===== src/rtl/clkrst_pkg.sv =====
package clkrst_pkg;
    localparam int DATA_W      = 8;
    localparam int ADDR_W      = 2;
    localparam int PRS_W       = 3;
    localparam int SRST_CYCLES = 16;

    localparam logic [ADDR_W-1:0] A_MODE = ADDR_W'(0);
    localparam logic [ADDR_W-1:0] A_CTRL = ADDR_W'(1);
    localparam logic [ADDR_W-1:0] A_FLAG = ADDR_W'(2);

    localparam int MODE_DIV2_BIT = 5;
    localparam int MODE_PRS_LSB  = 2;
    localparam int CTRL_SRST_BIT = 3;
    localparam int FLAG_WDG_BIT  = 6;
    localparam int FLAG_SOFT_BIT = 5;
    localparam int FLAG_ONE_BIT  = 3;

    typedef struct packed {
        logic             div2;
        logic [PRS_W-1:0] prs;
    } clk_cfg_t;

    typedef enum logic [1:0] {
        CAUSE_NONE,
        CAUSE_POR,
        CAUSE_WDG,
        CAUSE_SOFT
    } rst_cause_e;

    localparam clk_cfg_t CFG_RST = '{div2: 1'b1, prs: '0};

    function automatic logic [DATA_W-1:0] mode_byte(clk_cfg_t c);
        logic [DATA_W-1:0] r;
        r = '0;
        r[DATA_W-1 -: 2] = 2'b11;
        r[MODE_DIV2_BIT] = c.div2;
        r[MODE_PRS_LSB +: PRS_W] = c.prs;
        return r;
    endfunction

    function automatic clk_cfg_t cfg_from_byte(logic [DATA_W-1:0] b);
        clk_cfg_t c;
        c.div2 = b[MODE_DIV2_BIT];
        c.prs  = b[MODE_PRS_LSB +: PRS_W];
        return c;
    endfunction

    function automatic logic [DATA_W-1:0] flag_byte(logic wdg_f, logic soft_f);
        logic [DATA_W-1:0] r;
        r = '0;
        r[FLAG_WDG_BIT]  = wdg_f;
        r[FLAG_SOFT_BIT] = soft_f;
        r[FLAG_ONE_BIT]  = 1'b1;
        return r;
    endfunction
endpackage


===== src/rtl/clkrst_halt.sv =====
module clkrst_halt
    import clkrst_pkg::*;
#(
    parameter int HOLD_CYCLES = SRST_CYCLES
) (
    input  logic clk,
    input  logic rst_por,
    input  logic wdg_rst,
    input  logic halt_req,
    input  logic srst_en,
    output logic stopped,
    output logic soft_active,
    output logic soft_start
);
    localparam int CNT_W = $clog2(HOLD_CYCLES + 1);

    logic [CNT_W-1:0] hold_cnt;
    logic             stop_q;
    logic             idle;
    logic             halt_stop;

    assign idle        = !stop_q && (hold_cnt == '0);
    assign soft_start  = halt_req && idle && srst_en && !rst_por && !wdg_rst;
    assign halt_stop   = halt_req && idle && !srst_en && !rst_por && !wdg_rst;
    assign stopped     = stop_q;
    assign soft_active = (hold_cnt != '0);

    always_ff @(posedge clk) begin
        if (rst_por || wdg_rst) begin
            stop_q   <= 1'b0;
            hold_cnt <= '0;
        end else if (soft_start) begin
            hold_cnt <= CNT_W'(HOLD_CYCLES);
        end else begin
            if (halt_stop) begin
                stop_q <= 1'b1;
            end
            if (hold_cnt != '0) begin
                hold_cnt <= hold_cnt - 1'b1;
            end
        end
    end
endmodule


===== src/rtl/clkrst_regs.sv =====
module clkrst_regs
    import clkrst_pkg::*;
(
    input  logic              clk,
    input  logic              rst_por,
    input  logic              wdg_rst,
    input  logic              soft_start,
    input  logic              wr_allow,
    input  logic [ADDR_W-1:0] addr,
    input  logic              we,
    input  logic [DATA_W-1:0] wdata,
    output logic [DATA_W-1:0] rdata,
    output clk_cfg_t          cfg,
    output logic              srst_en,
    output logic              wdg_flag,
    output logic              soft_flag
);
    rst_cause_e cause;

    always_comb begin
        if (rst_por)         cause = CAUSE_POR;
        else if (wdg_rst)    cause = CAUSE_WDG;
        else if (soft_start) cause = CAUSE_SOFT;
        else                 cause = CAUSE_NONE;
    end

    always_ff @(posedge clk) begin
        if (cause != CAUSE_NONE) begin
            cfg       <= CFG_RST;
            srst_en   <= 1'b0;
            wdg_flag  <= (cause == CAUSE_WDG);
            soft_flag <= (cause == CAUSE_SOFT);
        end else if (we && wr_allow) begin
            case (addr)
                A_MODE:  cfg     <= cfg_from_byte(wdata);
                A_CTRL:  srst_en <= wdata[CTRL_SRST_BIT];
                default: ;
            endcase
        end
    end

    always_comb begin
        rdata = '0;
        case (addr)
            A_MODE:  rdata = mode_byte(cfg);
            A_CTRL:  rdata[CTRL_SRST_BIT] = srst_en;
            A_FLAG:  rdata = flag_byte(wdg_flag, soft_flag);
            default: rdata = '0;
        endcase
    end
endmodule


===== src/rtl/clkrst_div.sv =====
module clkrst_div
    import clkrst_pkg::*;
(
    input  logic     clk,
    input  logic     run,
    input  clk_cfg_t cfg,
    output logic     int_en,
    output logic     cpu_en
);
    logic             phase;
    logic [PRS_W-1:0] pre_cnt;
    logic [PRS_W-1:0] act_prs;
    logic             at_edge;

    assign int_en  = run && (!cfg.div2 || phase);
    assign at_edge = (pre_cnt == act_prs);
    assign cpu_en  = int_en && at_edge;

    always_ff @(posedge clk) begin
        if (!run) begin
            phase   <= 1'b0;
            pre_cnt <= '0;
            act_prs <= cfg.prs;
        end else begin
            phase <= cfg.div2 ? !phase : 1'b0;
            if (int_en) begin
                if (at_edge) begin
                    pre_cnt <= '0;
                    act_prs <= cfg.prs;
                end else begin
                    pre_cnt <= pre_cnt + 1'b1;
                end
            end
        end
    end
endmodule


===== src/rtl/clkrst_ctrl.sv =====
module clkrst_ctrl
    import clkrst_pkg::*;
#(
    parameter int HOLD_CYCLES = SRST_CYCLES
) (
    input  logic              clk,
    input  logic              rst_por,
    input  logic              wdg_rst_i,
    input  logic              halt_req_i,
    input  logic [ADDR_W-1:0] reg_addr,
    input  logic              reg_we,
    input  logic [DATA_W-1:0] reg_wdata,
    output logic [DATA_W-1:0] reg_rdata,
    output logic              int_clk_en,
    output logic              cpu_clk_en,
    output logic              sys_rst,
    output logic              clk_stopped
);
    clk_cfg_t cfg;
    logic     srst_en;
    logic     wdg_flag;
    logic     soft_flag;
    logic     stopped;
    logic     soft_active;
    logic     soft_start;
    logic     run;

    assign run         = !stopped && !soft_active && !rst_por && !wdg_rst_i;
    assign sys_rst     = rst_por || wdg_rst_i || soft_active;
    assign clk_stopped = stopped;

    clkrst_halt #(.HOLD_CYCLES(HOLD_CYCLES)) u_halt (
        .clk         (clk),
        .rst_por     (rst_por),
        .wdg_rst     (wdg_rst_i),
        .halt_req    (halt_req_i),
        .srst_en     (srst_en),
        .stopped     (stopped),
        .soft_active (soft_active),
        .soft_start  (soft_start)
    );

    clkrst_regs u_regs (
        .clk        (clk),
        .rst_por    (rst_por),
        .wdg_rst    (wdg_rst_i),
        .soft_start (soft_start),
        .wr_allow   (!stopped && !soft_active),
        .addr       (reg_addr),
        .we         (reg_we),
        .wdata      (reg_wdata),
        .rdata      (reg_rdata),
        .cfg        (cfg),
        .srst_en    (srst_en),
        .wdg_flag   (wdg_flag),
        .soft_flag  (soft_flag)
    );

    clkrst_div u_div (
        .clk    (clk),
        .run    (run),
        .cfg    (cfg),
        .int_en (int_clk_en),
        .cpu_en (cpu_clk_en)
    );
endmodule


===== config.mk =====
export PLATFORM = sky130hd
export DESIGN_NAME = clkrst_ctrl
export DESIGN_NICKNAME = d
export VERILOG_FILES = /design/src/rtl/clkrst_pkg.sv /design/src/rtl/clkrst_halt.sv /design/src/rtl/clkrst_regs.sv /design/src/rtl/clkrst_div.sv /design/src/rtl/clkrst_ctrl.sv
export SDC_FILE = /design/constraint.sdc
export NUM_CORES = 1
export LEC_CHECK = 0
export BUFFER_PORTS_ARGS = -buffer_cell sky130_fd_sc_hd__buf_2
export CAP_MARGIN = 20
export CELL_PAD_IN_SITES_DETAIL_PLACEMENT = 1
export CELL_PAD_IN_SITES_GLOBAL_PLACEMENT = 1
export CORE_ASPECT_RATIO = 1.5
export CORE_MARGIN = 2
export CORE_UTILIZATION = 37
export CTS_CLUSTER_SIZE = 8
export DETAILED_ROUTE_END_ITERATION = 10
export GPL_TIMING_DRIVEN = 0
export HOLD_SLACK_MARGIN = 0.12
export PLACE_DENSITY = 0.87
export REMOVE_ABC_BUFFERS = 1
export SLEW_MARGIN = 20
export SYNTH_ARGS = -nofsm -noshare
export SYNTH_HDL_FRONTEND = slang
export SYNTH_SLANG_ARGS = --single-unit

===== constraint.sdc =====
create_clock -name clk -period 2.49 [get_ports clk]
set_clock_uncertainty 0.2 [all_clocks]
set_input_delay 0.249 -clock clk [delete_from_list [all_inputs] [get_ports clk]]
set_output_delay 0.249 -clock clk [all_outputs]
set_load 0.02 [all_outputs]

==> results of run 1 <==
==> power breakdown <==
part,total (mW),leakage [nW],switching [mW],internal (mW)
logic,0.631,0.352,0.346,0.285
registers,0.460,0.178,0.0533,0.406
clock network,0.192,0.0210,0.103,0.0894
total,1.28,0.551,0.502,0.780
==> through the flow <==
step / utilization / hold WS (ps) / total power [mW]
after floorplan: - / 126 / 0.906
after global placement: 0.434 / 236 / 1.01
after detailed placement: 0.434 / 240 / 1.05
after CTS: 0.488 / 134 / 1.29
after global routing: 0.489 / 155 / 1.37
final: 0.489 / 127 / 1.28
==> path summary, 6_finish.rpt <==
path,to,depth (start not counted)
max,cpu_clk_en,7
min,u_regs.srst_en,4
max reg2reg,u_regs.soft_flag,6
min reg2reg,u_div.act_prs[0],0
==> worst max-delay path: cells and delay by family (launching register included) <==
family | cells | cell delay (ps)
simple gates | 4 | 830
buf+inv | 2 | 270
flops | 1 | 330
fa+ha+maj | 1 | 200
==> cell type report <==
class	count	area share
Timing Repair Buffer	30	0.163
Clock buffer	4	0.0300
Inverter	4	0.0124
Multi-Input combinational cell	73	0.398
Sequential cell	20	0.372
Tap cell	24	0.0248
==> registers in the layout, summed over array words and instances (netlist names) <==
| name | cells |
|---|---|
| u_div.pre_cnt | 3 |
| u_regs.srst_en | 1 |
| u_regs.soft_flag | 1 |
| u_regs.wdg_flag | 1 |
| u_regs.cfg | 4 |
| u_div.phase | 1 |
| u_div.act_prs | 3 |
| u_halt.stopped | 1 |
| u_halt.hold_cnt | 5 |
==> placed cells by master (no fill, tap or decap), types with 2 or more instances in the layout <==
master,instances
nand3_1,3
nor3_1,3
and2_1,2
buf_2,20
nor2_1,15
nand2b_1,4
clkbuf_4,3
a31oi_1,2
xnor2_1,5
o21ai_0,4
nor2b_1,2
conb_1,2
nand2_1,5
dfxtp_1,15
dlygate4sd3_1,9
ha_1,2
edfxtp_1,5
a21oi_1,6
inv_1,4
mux2i_1,6
==> routing by layer <==
metal | global-route usage | part of all wire | vias to the layer above
li1 | - | - | 406
met2 | 0.287 | 0.55 | 18
met1 | 0.160 | 0.39 | 380
met4 | 0.0857 | 0.026 | 0
met3 | 0.0244 | 0.036 | 7
met5 | 0 | 0 | -
==> cell families after synthesis <==
family          count (synthesis)  synth area share
buf+inv                         8            0.0464
compound gates                 15            0.0889
mux                             6            0.0619
other cells                     1           0.00386
simple gates                   43             0.264
xor+xnor                        5            0.0451
fa+ha+maj                       2            0.0258
flops                          20             0.464
==> timing repair <==
action,4_1_cts,5_1_grt
hold buffers,9,0
hold endpoints to repair,7,0
resized for setup,0,1
gates cloned,0,0
setup buffers,1,0
setup endpoints to repair,2,2
==> reports/qor.yml, run 1 <==
run_status:
  status: "finished, final reports clean"
routing:
  via_count: 811
  drt_iter0_drc: 6
  drt_pre_antenna_iters: 4
  viasPerCell: 5.23
  postRouteAntennaNets: 0
  wl_per_cell_um: 13.4
  wl_um: 2080
  drc: 0
layout:
  n_fill_cell: 308
  finalNetCount: 149
  multi_input_area_um2: 482
  antennaDiodeCount: 0
  design_area_um2: 1210
  regArea_um2: 450
  instances_no_fill: 155
  drive_gt1_frac: 0.237
  area_growth_pct: 24.7
cts:
  cts_tree: "done"
  cts_buffers: 3
  clk_latency_ps: 310
  htree_levels: 1
  clk_pin_slew_ps: 110
  clock-sinks: 20
  cts_buffer_depth: 2
  root_buffer: "clkbuf_4"
sta:
  finalSetupViolations: 0
  drv_slew: 0
  max_freq_ghz: 0.420
  min_period_ps: 2380
  setup_ws_ps: 109
  finalSetupTns_ps: 0
  relSlewSlack: 0.571
  rsz0062_at_grt: "false"
  worst_slew_pin_slew_ps: 642
  hold_viol_final: 0
  fin_crit_sh: 0.956
placed_design:
  dpl.cell_count: 141
  place.gp.congestion: 0.766
  place_ws_ps: 50.9
  dp_hpwl_um: 1670
  io_buffers: 20
  placed_cell_area_um2: 1070
grt:
  grt_pass1_wl_um: 3510
  grt_max_degree: 12
  grt_pass1_vias: 843
  antenna_found_initial: 0
  grt-ovfl-total: 0
  track_usage: 0.157
synthesis:
  syn_area_per_cell_um2: 9.71
  ys_warn_count: 0
  yosys-top-cells-count: "15 x dfxtp_1, 15 x nor2_1, 6 x a21oi_1, 6 x mux2i_1"
  synth_ff_type: "dfxtp_1"
  synth_top_area_share: 0.309
  synthArstFlopShare: 0
  synth.cell_area_um2: 971
  ys_types: 32
  synth-seq-area-share: 0.464
  synth_seq_cells: 20
  yosys.area.top_type: "dfxtp_1"
  synth_cells: 100
  synthTopCellsByArea: "dfxtp_1 31%, edfxtp_1 15%, mux2i_1 6.2%, nor2_1 5.8%, xnor2_1 4.5%"
  synth-edff-count: 5
job:
  maxCapViolCount: 0
worst_setup_path:
  max_stage_delay_ps: 330
  crit_path_max_fanout: 7
  worstPathCellList: "inv_1 > ha_1 > nor4b_4 > nand2_2 > or2_4 > nor3_4 > buf_2"
  cp.arrival_ps: 1930
  startpoint_type: "flip-flop"
  endpoint_kind: "primary output"
  critPathSlowestCell: "dfxtp_1"
  reg2reg_from: "u_halt.hold_cnt[0]"
  crit_required_ps: 2040
  critPathKind: "reg2out"
  reg2reg_slack_ps: 340
  critPathLaunch: "u_halt.hold_cnt[0]"
power_and_ir_drop:
  p_leak_nw: 0.551
  p_per_area_nw_per_um2: 1060
  ir_worst_vdd_mv: 0.580
floorplanning:
  coreArea_um2: 2480
  die_y_um: 66.7
  die_area_um2: 3060
  fp.dieW_um: 45.8
  design.portCount: 27
  initial_core_util: 0.392
  rows: 22
min_path:
  worstHoldStart: "reg_we"
  holdCritPathClass: "in2reg"
Note: power is estimated with default switching activity, not from simulation.
==> inputs of run 2 (changes only) <==
Settings changed: ABC_AREA from default to 1, CORE_UTILIZATION 37 to 40, CTS_BUF_LIST from default to sky130_fd_sc_hd__clkbuf_8, PLACE_DENSITY 0.87 to 0.91.
==> reports/qor.yml, run 2 <==
layout:
  regMostFlops: "u_halt.hold_cnt"  # unchanged
  mostFrequentLayoutCells: "28 x nand2_1, 20 x buf_2, 15 x dfxtp_1"  # was 20 x buf_2, 15 x nor2_1, 15 x dfxtp_1
  instances_no_fill: 192  # was 155
  design_area_um2: 1370  # was 1210 um^2
  finish.utilization: 0.517  # was 0.489
  antennaDiodeCount: 0  # unchanged
  finalNetCount: 173  # was 149
  largest_register_ffs: 5  # unchanged
  drive_gt1_frac: 0.335  # was 0.237
  reg_top3: "u_halt.hold_cnt (5), u_regs.cfg (4)"  # unchanged
  area_growth_pct: 23.5  # was 24.7%
  layout_commonest_cell: "nand2_1"  # was buf_2
sta:
  min_period_ps: 2310  # was 2380 ps
  finalSetupViolations: 0  # unchanged
  fin_crit_sh: 0.927  # was 0.956
  relSlewSlack: 0.632  # was 0.571
  hold_viol_final: 0  # unchanged
  drv_slew: 0  # unchanged
  rsz0062_at_grt: "false"  # unchanged
  timing.hold.ws_ps: 150  # was 127 ps
  setup_ws_ps: 182  # was 109 ps
  max_freq_ghz: 0.433  # was 0.420 GHz
  worst_slew_pin_slew_ps: 550  # was 642 ps
  finalSetupTns_ps: 0  # unchanged
floorplanning:
  die_area_um2: 3220  # was 3060 um^2
  rows: 23  # was 22
  initial_core_util: 0.419  # was 0.392
  design.portCount: 27  # unchanged
  die_y_um: 68.5  # was 66.7 um
  coreArea_um2: 2650  # was 2480 um^2
  fp.dieW_um: 47.0  # was 45.8 um
placed_design:
  place.gp.congestion: 0.728  # was 0.766
  dpl.cell_count: 180  # was 141
  io_buffers: 20  # unchanged
  dp_hpwl_um: 1930  # was 1670 um
  place_ws_ps: 649  # was 50.9 ps
  placed_cell_area_um2: 1240  # was 1070 um^2
worst_setup_path:
  critPathLaunch: "u_halt.hold_cnt[0]"  # unchanged
  reg2reg_from: "u_halt.hold_cnt[0]"  # unchanged
  reg2reg_to: "u_regs.cfg[3]"  # was u_regs.soft_flag
  cp.arrival_ps: 2270  # was 1930 ps
  cp_top_family: "simple AND/OR/NAND/NOR gates"  # unchanged
  endpoint_kind: "flip-flop"  # was primary output
  max_stage_delay_ps: 570  # was 330 ps
  crit_path_max_fanout: 9  # was 7
  reg2reg_slack_ps: 180  # was 340 ps
  worstPathCellList: "inv_1 > ha_1 > nand3b_2 > nor2_8 > nand3_2 > nand2_1 > nand4_1 > dlygate4sd3_1"  # was inv_1 > ha_1 > nor4b_4 > nand2_2 > or2_4 > nor3_4 > buf_2
  critPathSlowestCell: "dlygate4sd3_1"  # was dfxtp_1
  critPathKind: "reg2reg"  # was reg2out
  startpoint_type: "flip-flop"  # unchanged
  crit_required_ps: 2450  # was 2040 ps
  timing.critical_path.buf_inv: 2  # unchanged
  r2r_cells: 8  # was 6
synthesis:
  ys_types: 29  # was 32
  synthTopCellsByArea: "dfxtp_1 27%, edfxtp_1 14%, nand2_1 9.5%, a21oi_2 6.3%, nand4_1 4.5%"  # was dfxtp_1 31%, edfxtp_1 15%, mux2i_1 6.2%, nor2_1 5.8%, xnor2_1 4.5%
  synth-edff-count: 5  # unchanged
  yosys.area.top_type: "dfxtp_1"  # unchanged
  synth_cells: 124  # was 100
  synth_top_area_share: 0.271  # was 0.309
  synthArstFlopShare: 0  # unchanged
  synth_ff_type: "dfxtp_1"  # unchanged
  synth-seq-area-share: 0.406  # was 0.464
  synth_seq_cells: 20  # unchanged
  syn_area_per_cell_um2: 8.94  # was 9.71 um^2
  yosysMostFrequentCell: "nand2_1"
  ys_warn_count: 0  # unchanged
  synth.cell_area_um2: 1110  # was 971 um^2
  yosys-top-cells-count: "28 x nand2_1, 15 x dfxtp_1, 13 x inv_1"  # was 15 x dfxtp_1, 15 x nor2_1, 6 x a21oi_1, 6 x mux2i_1
run_status:
  status: "finished, final reports clean"  # unchanged
job:
  maxCapViolCount: 0  # unchanged
cts:
  root_buffer: "clkbuf_8"  # was clkbuf_4
  cts_buffers: 3  # unchanged
  cts_buffer_depth: 2  # unchanged
  htree_levels: 1  # unchanged
  cts_tree: "done"  # unchanged
  clk_latency_ps: 270  # was 310 ps
  clock-sinks: 20  # unchanged
  clk_pin_slew_ps: 80  # was 110 ps
min_path:
  whs_path_depth: 3  # was 4
  holdCritPathClass: "in2reg"  # unchanged
  worstHoldStart: "reg_we"  # unchanged
  whs_endpoint: "u_regs.srst_en"  # unchanged
power_and_ir_drop:
  p_per_area_nw_per_um2: 1050  # was 1060 nW/um^2
  design_power_total_mw: 1.43  # was 1.28 mW
  p_leak_nw: 0.595  # was 0.551 nW
  ir_worst_vdd_mv: 0.709  # was 0.580 mV
routing:
  viasPerCell: 5.07  # was 5.23
  wl_um: 3160  # was 2080 um
  drt_iter0_drc: 18  # was 6
  via_count: 974  # was 811
  drt_pre_antenna_iters: 4  # unchanged
  drc: 0  # unchanged
  postRouteAntennaNets: 0  # unchanged
  wl_per_cell_um: 16.5  # was 13.4 um
grt:
  antenna_found_initial: 0  # unchanged
  grt-ovfl-total: 0  # unchanged
  track_usage: 0.235  # was 0.157
  grt_pass1_vias: 1075  # was 843
  grt_max_degree: 12  # unchanged
  grt_pass1_wl_um: 5200  # was 3510 um
## run 2: changes by cell type in the layout (fill, tap and decap cells not counted), moves of 5 or more
cell / before / now
nand2_1: 5 / 28
inv_1: 4 / 14
a21oi_2: 0 / 8
nand4_1: 1 / 8
nor2_1: 15 / 8
mux2i_1: 6 / 0
inv_2: 0 / 5
## run 2: tightest hold or removal path: cells and delay by family
| kind | cells | cell delay (ps) |
|---|---|---|
| AND/OR/NAND/NOR | 1 | 130 |
| AO/OA/AOI/OAI | 1 | 60 |
| buffers and inverters | 1 | 150 |
## run 2: cells by family after synthesis
kind of cell / share of synthesized area
simple gates: 0.372
buf+inv: 0.0745
flops: 0.406
compound gates: 0.0892
xor+xnor: 0.0316
fa+ha+maj: 0.0226
other cells: 0.00338
## run 2: worst max-delay path by stage
| stage | depth (start not counted) | to | slack, ps |
|---|---|---|---|
| 3_3_place_gp | 6 | u_regs.wdg_flag | 690 |
| 5_1_grt | 8 | u_regs.cfg[3] | 110 |
| 6_report | 8 | u_regs.cfg[3] | 180 |
| 4_1_cts | 8 | u_regs.cfg[3] | 200 |
| 2_1_floorplan | 6 | cpu_clk_en | 790 |
| 3_5_place_dp | 6 | u_regs.wdg_flag | 650 |
## run 2: cell type report
| type | instances | area [um^2] |
|---|---|---|
| Multi-Input combinational cell | 85 | 579 |
| Sequential cell | 20 | 450 |
| Clock inverter | 1 | 3.75 |
| Timing Repair Buffer | 28 | 180 |
| Fill cell | 336 | 1280 |
| Inverter | 18 | 67.6 |
| Clock buffer | 3 | 41.3 |
| Tap cell | 37 | 46.3 |
## run 2: metal layers
metal / share of wire / global-route usage / vias up
li1: - / - / 460
met1: 0.36 / 0.247 / 465
met2: 0.55 / 0.418 / 38
met3: 0.050 / 0.0475 / 11
met4: 0.036 / 0.128 / 0
met5: 0 / 0 / -
## run 2: what timing repair did
action | 4_1_cts | 5_1_grt
gates resized for setup | 0 | 0
endpoints found under the hold margin | 6 | 0
hold buffers | 8 | 0
buffers inserted | 0 | 0
## run 2: report_power, final
group	internal [mW]	switching, mW	leakage [nW]	total, mW
Clock	0.110	0.119	0.0269	0.229
Combinational	0.256	0.498	0.391	0.754
Sequential	0.399	0.0524	0.178	0.451
Total	0.765	0.669	0.595	1.43
